===== src/rtl/i2cm_pkg.sv =====
package i2cm_pkg;
  localparam int M_W     = 4;
  localparam int N_W     = 3;
  localparam int STEP_W  = 4;
  localparam int BIT_W   = 4;
  localparam logic [STEP_W-1:0] LAST_STEP = 4'd9;
  localparam logic [BIT_W-1:0]  ACK_BIT   = 4'd8;

  localparam int CTL_AAK = 2;
  localparam int CTL_FLG = 3;
  localparam int CTL_STP = 4;
  localparam int CTL_STA = 5;
  localparam int CTL_ENA = 6;

  localparam logic [1:0] SEL_CTL  = 2'd0;
  localparam logic [1:0] SEL_DATA = 2'd1;
  localparam logic [1:0] SEL_CLK  = 2'd2;

  localparam logic [7:0] ST_START   = 8'h08;
  localparam logic [7:0] ST_RSTART  = 8'h10;
  localparam logic [7:0] ST_AW_ACK  = 8'h18;
  localparam logic [7:0] ST_AW_NAK  = 8'h20;
  localparam logic [7:0] ST_TX_ACK  = 8'h28;
  localparam logic [7:0] ST_TX_NAK  = 8'h30;
  localparam logic [7:0] ST_ARB     = 8'h38;
  localparam logic [7:0] ST_AR_ACK  = 8'h40;
  localparam logic [7:0] ST_AR_NAK  = 8'h48;
  localparam logic [7:0] ST_RX_ACK  = 8'h50;
  localparam logic [7:0] ST_RX_NAK  = 8'h58;
  localparam logic [7:0] ST_IDLE    = 8'hF8;

  typedef enum logic [2:0] {PH_IDLE, PH_HOLD, PH_START, PH_BYTE, PH_STOP} phase_e;

  function automatic logic [7:0] byte_code(input logic addr, input logic rd,
                                           input logic tx, input logic ack,
                                           input logic aak);
    if (addr)    return rd ? (ack ? ST_AR_ACK : ST_AR_NAK) : (ack ? ST_AW_ACK : ST_AW_NAK);
    else if (tx) return ack ? ST_TX_ACK : ST_TX_NAK;
    else         return aak ? ST_RX_ACK : ST_RX_NAK;
  endfunction
endpackage


===== src/rtl/i2cm_scl_div.sv =====
module i2cm_scl_div
  import i2cm_pkg::*;
#(
  parameter int BASE_DIV = 4
) (
  input  logic           clk_i,
  input  logic           rst_ni,
  input  logic           run_i,
  input  logic [M_W-1:0] m_i,
  input  logic [N_W-1:0] n_i,
  output logic           step_o
);
  localparam int PRE_W = (1 << N_W) - 1;

  logic             base_tick;
  logic [PRE_W-1:0] pre_cnt, pre_lim;
  logic [M_W-1:0]   m_cnt;
  logic             samp_tick;

  generate
    if (BASE_DIV <= 1) begin : g_no_base
      assign base_tick = run_i;
    end else begin : g_base
      localparam int BW = $clog2(BASE_DIV);
      logic [BW-1:0] base_cnt;
      assign base_tick = run_i && (base_cnt == BW'(BASE_DIV - 1));
      always_ff @(posedge clk_i or negedge rst_ni) begin
        if (!rst_ni)        base_cnt <= '0;
        else if (!run_i)    base_cnt <= '0;
        else if (base_tick) base_cnt <= '0;
        else                base_cnt <= base_cnt + 1'b1;
      end
    end
  endgenerate

  assign pre_lim   = PRE_W'((8'd1 << n_i) - 8'd1);
  assign samp_tick = base_tick && (pre_cnt == pre_lim);
  assign step_o    = samp_tick && (m_cnt == m_i);

  always_ff @(posedge clk_i or negedge rst_ni) begin
    if (!rst_ni) begin
      pre_cnt <= '0;
      m_cnt   <= '0;
    end else if (!run_i) begin
      pre_cnt <= '0;
      m_cnt   <= '0;
    end else if (base_tick) begin
      pre_cnt <= samp_tick ? '0 : pre_cnt + 1'b1;
      if (samp_tick) m_cnt <= step_o ? '0 : m_cnt + 1'b1;
    end
  end
endmodule


===== src/rtl/i2cm_phase_fsm.sv =====
module i2cm_phase_fsm
  import i2cm_pkg::*;
(
  input  logic       clk_i,
  input  logic       rst_ni,
  input  logic       step_i,
  input  logic       start_i,
  input  logic       stop_i,
  input  logic       byte_i,
  input  logic [7:0] tx_i,
  input  logic       aak_i,
  input  logic       sda_i,
  output logic       run_o,
  output logic       own_o,
  output logic       cond_o,
  output logic       done_o,
  output logic [7:0] status_o,
  output logic [7:0] rx_o,
  output logic       scl_low_o,
  output logic       sda_low_o
);
  phase_e            phase_q;
  logic [STEP_W-1:0] step_q;
  logic [BIT_W-1:0]  bit_q;
  logic [7:0]        sh_q, status_q;
  logic rep_q, addr_q, rd_q, tx_q, ack_q, aak_q, done_q, scl_q, sda_q;

  always_ff @(posedge clk_i or negedge rst_ni) begin
    if (!rst_ni) begin
      phase_q <= PH_IDLE;  step_q <= '0;  bit_q <= '0;  sh_q <= '0;
      status_q <= ST_IDLE; rep_q <= 1'b0; addr_q <= 1'b0; rd_q <= 1'b0;
      tx_q <= 1'b0; ack_q <= 1'b0; aak_q <= 1'b0; done_q <= 1'b0;
      scl_q <= 1'b0; sda_q <= 1'b0;
    end else begin
      done_q <= 1'b0;
      case (phase_q)
        PH_IDLE, PH_HOLD: begin
          if (start_i) begin
            phase_q <= PH_START;
            rep_q   <= (phase_q == PH_HOLD);
            step_q  <= '0;
          end else if (stop_i && phase_q == PH_HOLD) begin
            phase_q <= PH_STOP;
            step_q  <= '0;
          end else if (byte_i && phase_q == PH_HOLD) begin
            phase_q <= PH_BYTE;
            step_q  <= '0;
            bit_q   <= '0;
            sh_q    <= tx_i;
            tx_q    <= addr_q || !rd_q;
            aak_q   <= aak_i;
            if (addr_q) rd_q <= tx_i[0];
          end
        end
        PH_START: if (step_i) begin
          if (step_q == 4'd0) sda_q <= 1'b0;
          if (step_q == 4'd3) scl_q <= 1'b0;
          if (step_q == 4'd6) sda_q <= 1'b1;
          if (step_q == LAST_STEP) begin
            scl_q    <= 1'b1;
            phase_q  <= PH_HOLD;
            status_q <= rep_q ? ST_RSTART : ST_START;
            done_q   <= 1'b1;
            addr_q   <= 1'b1;
          end else step_q <= step_q + 1'b1;
        end
        PH_BYTE: if (step_i) begin
          step_q <= (step_q == LAST_STEP) ? '0 : step_q + 1'b1;
          if (step_q == 4'd0)
            sda_q <= (bit_q < ACK_BIT) ? (tx_q & ~sh_q[7]) : (~tx_q & aak_q);
          if (step_q == 4'd5) scl_q <= 1'b0;
          if (step_q == 4'd7) begin
            if (bit_q < ACK_BIT) begin
              sh_q <= {sh_q[6:0], sda_i};
              // released a 1, read a 0: another master owns the bus
              if (tx_q && !sda_q && !sda_i) begin
                phase_q  <= PH_IDLE;
                scl_q    <= 1'b0;
                status_q <= ST_ARB;
                done_q   <= 1'b1;
                addr_q   <= 1'b0;
              end
            end else ack_q <= !sda_i;
          end
          if (step_q == LAST_STEP) begin
            scl_q <= 1'b1;
            if (bit_q == ACK_BIT) begin
              phase_q  <= PH_HOLD;
              status_q <= byte_code(addr_q, rd_q, tx_q, ack_q, aak_q);
              done_q   <= 1'b1;
              addr_q   <= 1'b0;
            end else bit_q <= bit_q + 1'b1;
          end
        end
        PH_STOP: if (step_i) begin
          if (step_q == 4'd0) sda_q <= 1'b1;
          if (step_q == 4'd3) scl_q <= 1'b0;
          if (step_q == 4'd6) sda_q <= 1'b0;
          if (step_q == LAST_STEP) begin
            phase_q  <= PH_IDLE;
            status_q <= ST_IDLE;
            addr_q   <= 1'b0;
          end else step_q <= step_q + 1'b1;
        end
        default: phase_q <= PH_IDLE;
      endcase
    end
  end

  assign run_o     = (phase_q == PH_START) || (phase_q == PH_BYTE) || (phase_q == PH_STOP);
  assign own_o     = (phase_q == PH_HOLD);
  assign cond_o    = (phase_q == PH_START) || (phase_q == PH_STOP);
  assign done_o    = done_q;
  assign status_o  = status_q;
  assign rx_o      = sh_q;
  assign scl_low_o = scl_q;
  assign sda_low_o = sda_q;
endmodule


===== src/rtl/i2cm_byte_engine.sv =====
module i2cm_byte_engine
  import i2cm_pkg::*;
#(
  parameter int BASE_DIV = 4
) (
  input  logic       clk_i,
  input  logic       rst_ni,
  input  logic       wr_en_i,
  input  logic [1:0] wr_sel_i,
  input  logic [7:0] wr_data_i,
  output logic [7:0] ctl_o,
  output logic [7:0] data_o,
  output logic [7:0] status_o,
  output logic       irq_o,
  output logic       scl_drive_low_o,
  output logic       sda_drive_low_o,
  input  logic       sda_i
);
  logic             aak_q, ena_q, iflg_q;
  logic [7:0]       data_q;
  logic [M_W+N_W-1:0] clk_q;
  logic             phase_run, bus_own, cond_phase, phase_done, step_tick;
  logic [7:0]       rx_byte;
  logic             ctl_go, start_cmd, stop_cmd, byte_cmd;

  // control writes count only with enable set and no phase in flight
  assign ctl_go    = wr_en_i && (wr_sel_i == SEL_CTL) && !phase_run && wr_data_i[CTL_ENA];
  assign start_cmd = ctl_go && wr_data_i[CTL_STA];
  assign stop_cmd  = ctl_go && !wr_data_i[CTL_STA] && wr_data_i[CTL_STP] && bus_own;
  assign byte_cmd  = ctl_go && !wr_data_i[CTL_STA] && !wr_data_i[CTL_STP]
                   && !wr_data_i[CTL_FLG] && bus_own && iflg_q;

  always_ff @(posedge clk_i or negedge rst_ni) begin
    if (!rst_ni) begin
      aak_q  <= 1'b0;
      ena_q  <= 1'b0;
      iflg_q <= 1'b0;
      data_q <= '0;
      clk_q  <= '0;
    end else begin
      if (ctl_go) begin
        aak_q <= wr_data_i[CTL_AAK];
        ena_q <= 1'b1;
        if (!wr_data_i[CTL_FLG]) iflg_q <= 1'b0;
      end
      if (phase_done) begin
        iflg_q <= 1'b1;
        data_q <= rx_byte;
      end
      if (wr_en_i && !phase_run && wr_sel_i == SEL_DATA) data_q <= wr_data_i;
      if (wr_en_i && !phase_run && wr_sel_i == SEL_CLK)  clk_q  <= wr_data_i[M_W+N_W-1:0];
    end
  end

  i2cm_scl_div #(.BASE_DIV(BASE_DIV)) u_div (
    .clk_i  (clk_i),
    .rst_ni (rst_ni),
    .run_i  (phase_run),
    .m_i    (clk_q[M_W+N_W-1:N_W]),
    .n_i    (clk_q[N_W-1:0]),
    .step_o (step_tick)
  );

  i2cm_phase_fsm u_fsm (
    .clk_i     (clk_i),
    .rst_ni    (rst_ni),
    .step_i    (step_tick),
    .start_i   (start_cmd),
    .stop_i    (stop_cmd),
    .byte_i    (byte_cmd),
    .tx_i      (data_q),
    .aak_i     (wr_data_i[CTL_AAK]),
    .sda_i     (sda_i),
    .run_o     (phase_run),
    .own_o     (bus_own),
    .cond_o    (cond_phase),
    .done_o    (phase_done),
    .status_o  (status_o),
    .rx_o      (rx_byte),
    .scl_low_o (scl_drive_low_o),
    .sda_low_o (sda_drive_low_o)
  );

  assign ctl_o  = {1'b0, ena_q, 2'b00, iflg_q, aak_q, 2'b00};
  assign data_o = data_q;
  assign irq_o  = iflg_q;
endmodule


===== config.mk =====
export PLATFORM = sky130hd
export DESIGN_NAME = i2cm_byte_engine
export DESIGN_NICKNAME = d
export VERILOG_FILES = /design/src/rtl/i2cm_pkg.sv /design/src/rtl/i2cm_scl_div.sv /design/src/rtl/i2cm_phase_fsm.sv /design/src/rtl/i2cm_byte_engine.sv
export SDC_FILE = /design/constraint.sdc
export NUM_CORES = 1
export LEC_CHECK = 0
export BUFFER_PORTS_ARGS = -buffer_cell sky130_fd_sc_hd__buf_4
export CAP_MARGIN = 20
export CORE_MARGIN = 4
export CORE_UTILIZATION = 42
export CTS_CLUSTER_SIZE = 25
export DETAILED_ROUTE_END_ITERATION = 16
export PLACE_DENSITY_LB_ADDON = 0.12
export SLEW_MARGIN = 30
export SYNTH_ARGS = -nofsm -noshare
export SYNTH_HDL_FRONTEND = slang
export SYNTH_SLANG_ARGS = --single-unit

===== constraint.sdc =====
create_clock -name clk_i -period 7.5 [get_ports clk_i]
set_clock_uncertainty 0.05 [all_clocks]
set_input_delay 0.75 -clock clk_i [delete_from_list [all_inputs] [get_ports clk_i]]
set_output_delay 0.75 -clock clk_i [all_outputs]
set_load 0.01 [all_outputs]

---- Yosys cells after proc, flatten, opt, wreduce, memory -nomap -nowiden ----
Index checks and enable logic that the tools add are counted.
operators by class
  $add $sub $neg .......................... 6
  $mul .................................... 0
  div/mod/pow operators ................... 0
  magnitude comparators ................... 1
  eq/ne operators ......................... 36
  shift operators ......................... 1
  muxes and demuxes ....................... 109
  bitwise gates (word level) .............. 7
  reduce and logical (&&, ||, !) cells .... 54
operator list
  operator                                                               number
  8-bit 2-to-1 mux                                                       21
  4-bit 2-to-1 mux                                                       18
  1-bit 2-to-1 mux                                                       40
  3-bit 2-to-1 mux                                                       13
  8-bit case mux with 3 select lines                                     1
  1-bit logical AND                                                      21
  7-bit 2-to-1 mux                                                       3
  7-bit AND reduction                                                    3
  2-bit by 1-bit != test with 1-bit output, second input constant        9
  2-bit != test, second input constant                                   9
  8-bit case mux with 2 select lines                                     1
  4-bit by 1-bit adder with 4-bit output, second input constant          3
  4-bit by 3-bit equality test with 1-bit output, second input constant  3
  3-bit case mux with 4 select lines                                     1
  4-bit case mux with 3 select lines                                     1
  4-bit AND reduction                                                    3
  6-bit AND reduction                                                    2
  5-bit 2-to-1 mux                                                       2
  5-bit AND reduction                                                    2
  1-bit case mux with 3 select lines                                     3
  4-bit equality test, second input constant                             2
  4-bit case mux with 2 select lines                                     1
  7-bit by 1-bit adder with 7-bit output, second input constant          1
  7-bit equality test                                                    1
  other kinds (27)                                                       50
storage, ports and cells
  register bits ........................... 67
  latch bits .............................. 0
  bits in writable memories ............... 0
  memory bits (read-only) ................. 0
  input port bits ......................... 14
  output and inout port bits .............. 27
  word-level logic and storage cells ...... 236
  memories ................................ 0

---- Logic depth before layout (Yosys ltp) ----
Gate-level depths: netlist of run 1.
  word-level depth ........................ 16
  depth in mapped cells ................... 11
  gate-level depth less buffers ........... 9

---- Hierarchy ----
From an unflattened synthesis of run 1, not the netlist that was laid out.
unflattened totals
  cells, all modules ...................... 409
  area total of the unflattened synthesis .. 4,105.2 µm²
modules (own cells, without submodules)
  module            instances  cells each  area each (µm²)  sequential area each (µm²)
  i2cm_phase_fsm    1          229         2,194.6          907.1
  i2cm_scl_div      1          107         1,022.2          325.3
  i2cm_byte_engine  1          73          888.4            450.4

---- Least setup slack after synthesis of run 1 ----
Ideal clock, no wire load.
  path kind ............................... reg-to-reg
  start point ............................. reg clk_q[2]
  end point ............................... reg u_fsm.sda_q (netlist: u_fsm.sda_low_o)
  library setup time ...................... 125 ps
  data arrival time ....................... 2,816 ps
  data required time ...................... 7,325 ps
  slack ................................... 4,510 ps
  cell stages (with the launch flop) ...... 10
  buffers on the path ..................... 1
  period minus slack after synthesis ...... 2,990 ps
  cells stage by stage .................... dfrtp_1 buf_6 or3_2 ha_1 or4bb_1 nand3_1 xnor2_2 nand4_4 nor4_2 mux2_2
on the way
  longest elaborated chain between the ends .. 7
  elaborated cells between the ends (all ways) .. 9
  classes of those cells .................. add/sub (1); eq/ne (4); shift (1); reduce/logical (3)
ends and longest elaborated chain
  what                                           line                    RTL
  from (decl)                                    i2cm_byte_engine.sv:21  logic [M_W+N_W-1:0] clk_q;
  from (signal assigned)                         i2cm_byte_engine.sv:51  if (wr_en_i && !phase_run && wr_sel_i == SEL_CLK) clk_q <= wr_data_i[M_W+N_W-1:0];
  1-bit by 3-bit << shifter with 7-bit output *  i2cm_scl_div.sv:36      assign pre_lim = PRE_W'((8'd1 << n_i) - 8'd1);
  7-bit by 1-bit subtractor with 7-bit output *  i2cm_scl_div.sv:36
  7-bit equality test *                          i2cm_scl_div.sv:37      assign samp_tick = base_tick && (pre_cnt == pre_lim);
  1-bit logical AND *                            i2cm_scl_div.sv:37
  1-bit logical AND *                            i2cm_scl_div.sv:38      assign step_o = samp_tick && (m_cnt == m_i);
  2-bit != test (no source line)                 --
  7-bit AND reduction (no source line) *         --
  to (signal assigned)                           i2cm_phase_fsm.sv:70    sda_q <= (bit_q < ACK_BIT) ? (tx_q & ~sh_q[7]) : (~tx_q & aak_q);
  to (decl)                                      i2cm_phase_fsm.sv:26    logic rep_q, addr_q, rd_q, tx_q, ack_q, aak_q, done_q, scl_q, sda_q;
Every way passes the cells marked *; elsewhere a longest branch is shown, timed or not.
A chain may end at the register's enable or synchronous reset.

---- Worst setup path after layout of run 1 ----
  start point ............................. reg clk_q[2]
  end point ............................... reg u_fsm.status_q[2] (netlist: u_fsm.status_o[2])
on the way
  longest elaborated chain between the ends .. 7
  elaborated cells between the ends (all ways) .. 9
  classes of those cells .................. add/sub (1); eq/ne (4); shift (1); reduce/logical (3)
ends and longest elaborated chain
  what                                           line                  RTL
  1-bit by 3-bit << shifter with 7-bit output *  i2cm_scl_div.sv:36
  7-bit by 1-bit subtractor with 7-bit output *  i2cm_scl_div.sv:36
  7-bit equality test *                          i2cm_scl_div.sv:37
  1-bit logical AND *                            i2cm_scl_div.sv:37
  1-bit logical AND *                            i2cm_scl_div.sv:38
  2-bit != test (no source line)                 --
  6-bit AND reduction (no source line) *         --
  to (signal assigned)                           i2cm_phase_fsm.sv:62  status_q <= rep_q ? ST_RSTART : ST_START;
  to (signal assigned)                           i2cm_phase_fsm.sv:89  status_q <= byte_code(addr_q, rd_q, tx_q, ack_q, aak_q);
  to (decl)                                      i2cm_phase_fsm.sv:25  logic [7:0] sh_q, status_q;
Marks and branches as above.

==> results.ini, run 1 <==
[run_status]
status=completed

[timing]
setup_tns_ps=0
report.final.slew_viol_count=0
hold_viol=0
rsz0062_at_grt=no
tightestPinTransition_ps=854
period_needed_ps=3480
max_freq_ghz=0.287
timing.final.crit_share=0.464
max_slew_margin=0.431
fin_ws_ps=4020
setup_viol=0

[synthesis]
synth_mux_area_frac=0.0721
ys_ff_latch=67
syn-cell-area_um2=3980
yosysSeqAreaShare=0.423
synth_top_family_by_area=simple AND/OR/NAND/NOR gates
synthXorXnorAreaFrac=0.0305
syn_inst=408
synthFlopType=dfrtp_1
yosys_warnings=0
yosys.area_share.simple=0.233
syn_area_per_cell_um2=9.75
synth_compound_area_frac=0.148
synth_cell_type_count=73
synth-edff-count=0
synth_fa_ha_area_frac=0.0378
async_flop_share=1.00

[clock_network]
cts-hold-fix-buffers=0
path_clk_slew_ps=80
cts.sinks=67
ctsLongestPathBuffers=2
post_cts_buffers=0
cts_root_buffer=clkbuf_8
cts_buffers=9
clock_latency_ps=340
cts_tree=yes
cts_resized=0
cts_htree_levels=3

[route]
vias_per_cell=5.49
drt_pass1_iterations=7
routed_wl_mm=9.49
first_iter_violations=165
wl_per_cell_um=16.8
postRouteAntennaNets=0
route.detailed.drc=0
vias=3095

[die]
start_util=0.430
die_y_um=105
pin_count=41
dieArea_um2=11100
coreArea_um2=9240
die_x_um=105
rows=35

[finish]
diodes=0
drive_gt1_frac=0.223
layout.nets=456
instances_no_fill=564
areaGrowthSynthToFinish_pct=13.6

[placement]
gp_congestion=0.811
port_buffers=35
dp_slack_ps=4020
dp_hpwl_mm=6.78
dp.cells=547

[critical_path]
r2r-end=u_fsm.status_o[2]
critPathCaptureType=flip-flop
path_class=reg2reg
required_ps=7690
reg2reg_from=clk_q[2]
start_kind=flip-flop
worstPathMaxFanout=14
crit_arrival_ps=3660
r2r_cells=8
rrSetupSlack_ps=4020

[global_routing]
grt_max_degree=68
grt_overflow=0
grt_pass1_vias=3068
grt_pass1_wl_mm=16.2
grtUsageTotal=0.182
antenna_found_initial=0

[power]
p_per_area_nw_per_um2=314
ir_drop_mv=0.152
leakagePower_nw=1.89

[worst_hold_path]
hp-class=in2async

[run]
cap_violations=0

## cells in the mapped netlist (4+ instances only)
library cell	n	share of area
nor2b_1	6	0.0094
mux2_2	13	0.037
and2_1	4	0.0063
nand4_1	6	0.0094
o22ai_1	8	0.013
nand2b_1	10	0.016
a2bb2oi_1	9	0.020
nand3b_1	7	0.013
a21oi_1	26	0.033
nor2_1	38	0.036
buf_4	11	0.021
xnor2_1	9	0.020
dfrtp_1	62	0.39
nand2_1	28	0.026
o21ai_0	21	0.026
mux2i_1	14	0.035
nor3_1	4	0.0050
dfstp_2	5	0.033
inv_1	11	0.010
ha_1	12	0.038
nand3_1	12	0.015
clkbuf_1	11	0.010
## worst max-delay path by stage
| stage | start | to | slack [ps] | cells after the start |
|---|---|---|---|---|
| after floorplan | clk_q[2] | u_fsm.sda_low_o | 4510 | 9 |
| after global placement | clk_q[2] | u_fsm.status_o[1] | 4120 | 8 |
| after detailed placement | clk_q[2] | u_fsm.status_o[1] | 4020 | 8 |
| after CTS | clk_q[2] | u_fsm.status_o[2] | 4030 | 8 |
| after global routing | clk_q[2] | u_fsm.status_o[4] | 3750 | 8 |
| final | clk_q[2] | u_fsm.status_o[2] | 4020 | 8 |
## stage by stage
stage	util	power (W)	instance area, um^2	hold WS (ps)
2_1_floorplan	-	0.000916	3990	365
3_3_place_gp	0.460	0.00105	4250	377
3_5_place_dp	0.460	0.00106	4250	384
4_1_cts	0.486	0.00143	4490	395
5_1_grt	0.489	0.00153	4520	299
6_report	0.489	0.00142	4520	275
## layer usage
| layer | share of wire | vias to the layer above | GRT usage | wire length (um) |
|---|---|---|---|---|
| met2 | 0.47 | 77 | 0.293 | 4460 |
| met4 | 0.012 | 0 | 0.0497 | 111 |
| met1 | 0.47 | 1511 | 0.249 | 4480 |
| met5 | 0 | - | 0 | 0 |
| li1 | - | 1498 | - | - |
| met3 | 0.046 | 9 | 0.0374 | 432 |
## cell type report
| class | instances | area (um^2) |
|---|---|---|
| clock buffers | 9 | 124 |
| clock inverters | 7 | 116 |
| fillers | 858 | 4720 |
| inverters | 11 | 41.3 |
| multi-input cells | 304 | 2100 |
| flip-flops and latches | 67 | 1680 |
| well taps | 129 | 161 |
| repair buffers | 37 | 290 |
## placed cells by master, fill, tap and decap left out, types with 4 or more instances in the layout
cell type,instances
ha_1,12
inv_1,11
nor2_1,38
nand2b_1,10
clkbuf_8,9
a21oi_1,26
dfrtp_1,62
mux2i_1,14
buf_4,36
dfstp_2,5
nand4_1,6
and2_1,4
nand3_1,12
nor3_1,4
conb_1,5
nand2_1,28
nor2b_1,6
o21ai_0,21
o22ai_1,8
xnor2_1,9
nand3b_1,7
a2bb2oi_1,9
mux2_2,13
## kinds of logic (layout without fill, tap and decap cells)
logic type	after synthesis	after routing
compound gates	91	91
xor+xnor	13	13
simple gates	156	156
mux	27	27
fa+ha+maj	12	12
flops	67	67
other cells	1	5
buf+inv	41	64
## registers in the layout (all words and copies together), names as in the netlist, 2 cells and up
name                   count
u_div.g_base.base_cnt      2
u_div.m_cnt                4
clk_q                      7
u_fsm.step_q               4
u_fsm.bit_q                4
u_fsm.rx_o                 8
data_o                     8
u_div.pre_cnt              7
u_fsm.status_o             8
u_fsm.phase_q              3
## where the power goes
part	switching, W	leakage, nW	internal [W]
clock network	0.000148	0.119	0.000220
logic	0.000278	0.950	0.000229
registers	0.0000979	0.816	0.000445
## critical path: stages, from the launching register on
cell and delay, ps:
dfrtp_1 510, or3_2 520, ha_1 270, or4bb_1 500, nand3_1 130, xnor2_2 190, nand4b_1 540, or2_1 470
and2_1 180
No activity file was read; power rests on OpenSTA's default activity.
==> run 2, diff against run 1 <==
--- a/config.mk
+++ b/config.mk
@@ -5,6 +5,7 @@
 export SDC_FILE = /design/constraint.sdc
 export NUM_CORES = 1
 export LEC_CHECK = 0
+export ABC_AREA = 1
 export BUFFER_PORTS_ARGS = -buffer_cell sky130_fd_sc_hd__buf_4
 export CAP_MARGIN = 20
 export CORE_MARGIN = 4
==> constraint.sdc (replaced) <==
create_clock -name clk_i -period 2.8 [get_ports clk_i]
set_clock_uncertainty 0.05 [all_clocks]
set_input_delay 0.28 -clock clk_i [delete_from_list [all_inputs] [get_ports clk_i]]
set_output_delay 0.28 -clock clk_i [all_outputs]
set_load 0.01 [all_outputs]
==> run 2 against run 1 <==
Compared with the run above: the run now ends with hold timing left; non-clock buffer count grew 6; utilization is 1.3 points higher; final cell count grew 23%; global-route usage is 0.38 points lower; clock-buffer cell count unchanged; synthesized cell count rose by 28%; via count increased by 11%; critical endpoint is now u_fsm.rx_o[7]; largest power group is now combinational logic; highest routed layer unchanged.
==> results.ini, run 2 <==
[run_status]
status=complete, but fails checks
violations=hold timing

[power]
seq_power_share=0.336
clock_power_share=0.218
power_switching_w=0.00180
leakagePower_nw=2.34
p_per_area_nw_per_um2=902
combPwrFrac=0.445
p_int_w=0.00241
ir_drop_mv=0.429
swShare=0.428

[critical_path]
rrSetupSlack_ps=250
reg2reg_from=clk_q[1]
worstPathCellList=nor2_4 -> nand2_1 -> ha_2 -> inv_1 -> nand2_1 -> nand3_1 -> nor2_1 -> nand3_2 -> nor2_4 -> nand3_4 -> a21oi_4 -> nand2_8 -> nand2_1 -> o21ai_2
start_kind=flip-flop
r2r_cells=14
path_class=reg2reg
critPathCaptureType=flip-flop
r2r-end=u_fsm.rx_o[7]
slowest_stage=dfrtp_2
critPathMaxStageDelay_ps=460
crit_start=clk_q[1]
crit_arrival_ps=2750
worstPathMaxFanout=15
required_ps=3000
crit_path_frequent_cell=nand2_1

[route]
route.detailed.drc=0
drt_pass1_iterations=6
first_iter_violations=267
routed_wl_mm=9.43
vias=3433
wl_per_cell_um=13.6
highest_layer=met4
vias_per_cell=4.93
met3_length_um=343
wl_met1_mm=4.64
met2WireLength_mm=4.27
postRouteAntennaNets=0

[timing]
setup_viol=0
timing.hold.ws_ps=-21.9
setup_tns_ps=0
period_needed_ps=2550
report.final.slew_viol_count=0
max_slew_margin=0.442
max_freq_ghz=0.392
hold_viol=34
rsz0062_at_grt=no
tightestPinTransition_ps=836
fin_ws_ps=248
timing.final.crit_share=0.912

[die]
die_x_um=106
dieArea_um2=11200
coreArea_um2=9280
start_util=0.433
die_y_um=106
pin_count=41
rows=35

[placement]
port_buffers=35
dp_slack_ps=156
dp_hpwl_mm=6.99
placedInstanceArea_um2=4390
gp_congestion=0.890

[clock_network]
cts_buffers=9
clock_latency_ps=350
path_clk_slew_ps=80
cts_tree=yes
cts_root_buffer=clkbuf_8
cts.sinks=67
cts_htree_levels=3
ctsLongestPathBuffers=2

[global_routing]
grt_pass1_wl_mm=16.1
grt_pass1_vias=3307
grt_overflow=0
antenna_found_initial=0
grtUsageTotal=0.178
grt_max_degree=68

[synthesis]
yosys_warnings=0
syn-cell-area_um2=4020
syn_area_per_cell_um2=7.68
netlist.area_leader.share=0.386
synth_cell_type_count=39
synthTopCellsByArea=dfrtp_1 (39%), nand2_1 (12%), inv_1 (7.0%), nand3_1 (6.2%), ha_1 (3.7%)
yosysSeqAreaShare=0.419
ys_ff_latch=67
yosys.area.top_type=dfrtp_1
synth-edff-count=0
yosysMostFrequentCell=nand2_1
async_flop_share=1.00
synthFlopType=dfrtp_1
syn_inst=523
synth_common_cells=nand2_1 (129), inv_1 (75), dfrtp_1 (62)

[finish]
diodes=0
final_common_cell=nand2_1
layout.nets=588
drive_gt1_frac=0.169
areaGrowthSynthToFinish_pct=16.0
mostFrequentLayoutCells=nand2_1 (128), inv_1 (75), dfrtp_1 (61)
fillers=894
finalInstanceArea_um2=4660
final_core_util=0.502

[run]
cap_violations=0

[worst_hold_path]
hp-class=in2async

-- run 2: cell count changes after synthesis, sizes merged, moves of 10 or more --
cell / delta
a21oi: -11
inv: +66
mux2: -13
mux2i: -13
nand2: +103
nand2b: -10
nand3: +39
o21ai: +15
-- run 2: power by group through the flow --
stage	registers (W)	logic, W	clock network, W
final	0.00141	0.00187	0.000918
after detailed placement	0.00142	0.00182	0
after floorplan	0.00140	0.00136	0
after CTS	0.00141	0.00182	0.000944
after global placement	0.00142	0.00179	0
after global routing	0.00145	0.00213	0.000984
-- run 2: worst max path at each step --
stage	slack (ps)	to	cells after the start
finish	250	u_fsm.rx_o[7]	14
global route	30	u_fsm.rx_o[7]	15
CTS	140	u_fsm.rx_o[7]	15
detailed placement	160	u_fsm.rx_o[7]	15
global placement	260	u_fsm.rx_o[2]	15
floorplan	460	u_fsm.rx_o[5]	16
-- run 2: cells by family after synthesis --
family | after synthesis | share of synthesized area
simple gates | 254 | 0.284
buf+inv | 96 | 0.102
compound gates | 79 | 0.126
flops | 67 | 0.419
xor+xnor | 13 | 0.0283
fa+ha+maj | 12 | 0.0374
other cells | 1 | 0.000934
mux | 1 | 0.00249
-- run 2: per-layer routing --
| layer | up-vias | global-route usage |
|---|---|---|
| met3 | 15 | 0.0306 |
| li1 | 1762 | - |
| met4 | 0 | 0.0638 |
| met1 | 1594 | 0.245 |
| met5 | - | 0 |
| met2 | 62 | 0.283 |
-- run 2: stage by stage --
stage | instances | total power [W] | hold slack [ps]
final | 696 | 0.00420 | -21.9
after CTS | 695 | 0.00417 | 12.1
after detailed placement | 679 | 0.00324 | 382
after global routing | 696 | 0.00456 | 50.0
after global placement | 679 | 0.00320 | 372
after floorplan | 527 | 0.00277 | -65.6
-- run 2: final cells by class --
type	instances	area [um^2]	area share
clock buffer	9	124	0.0266
timing repair buffer	43	323	0.0693
multi-input combinational	364	1980	0.425
tap	129	161	0.0347
inverter	77	289	0.0621
sequential	67	1680	0.362
clock inverter	7	98.8	0.0212
-- run 2: repair_timing --
action,CTS,global route
endpoints found under the setup margin,0,25
resized for setup,0,8
setup buffers,0,1
hold buffers,0,0
-- run 2: critical path, delay by kind of cell (launching register included) --
kind                     cells  cell delay, ps
AND/OR/NAND/NOR             10            1190
AO/OA/AOI/OAI                2             380
flip-flops                   1             460
buffers and inverters        1              40
adder cells (fa/ha/maj)      1             330
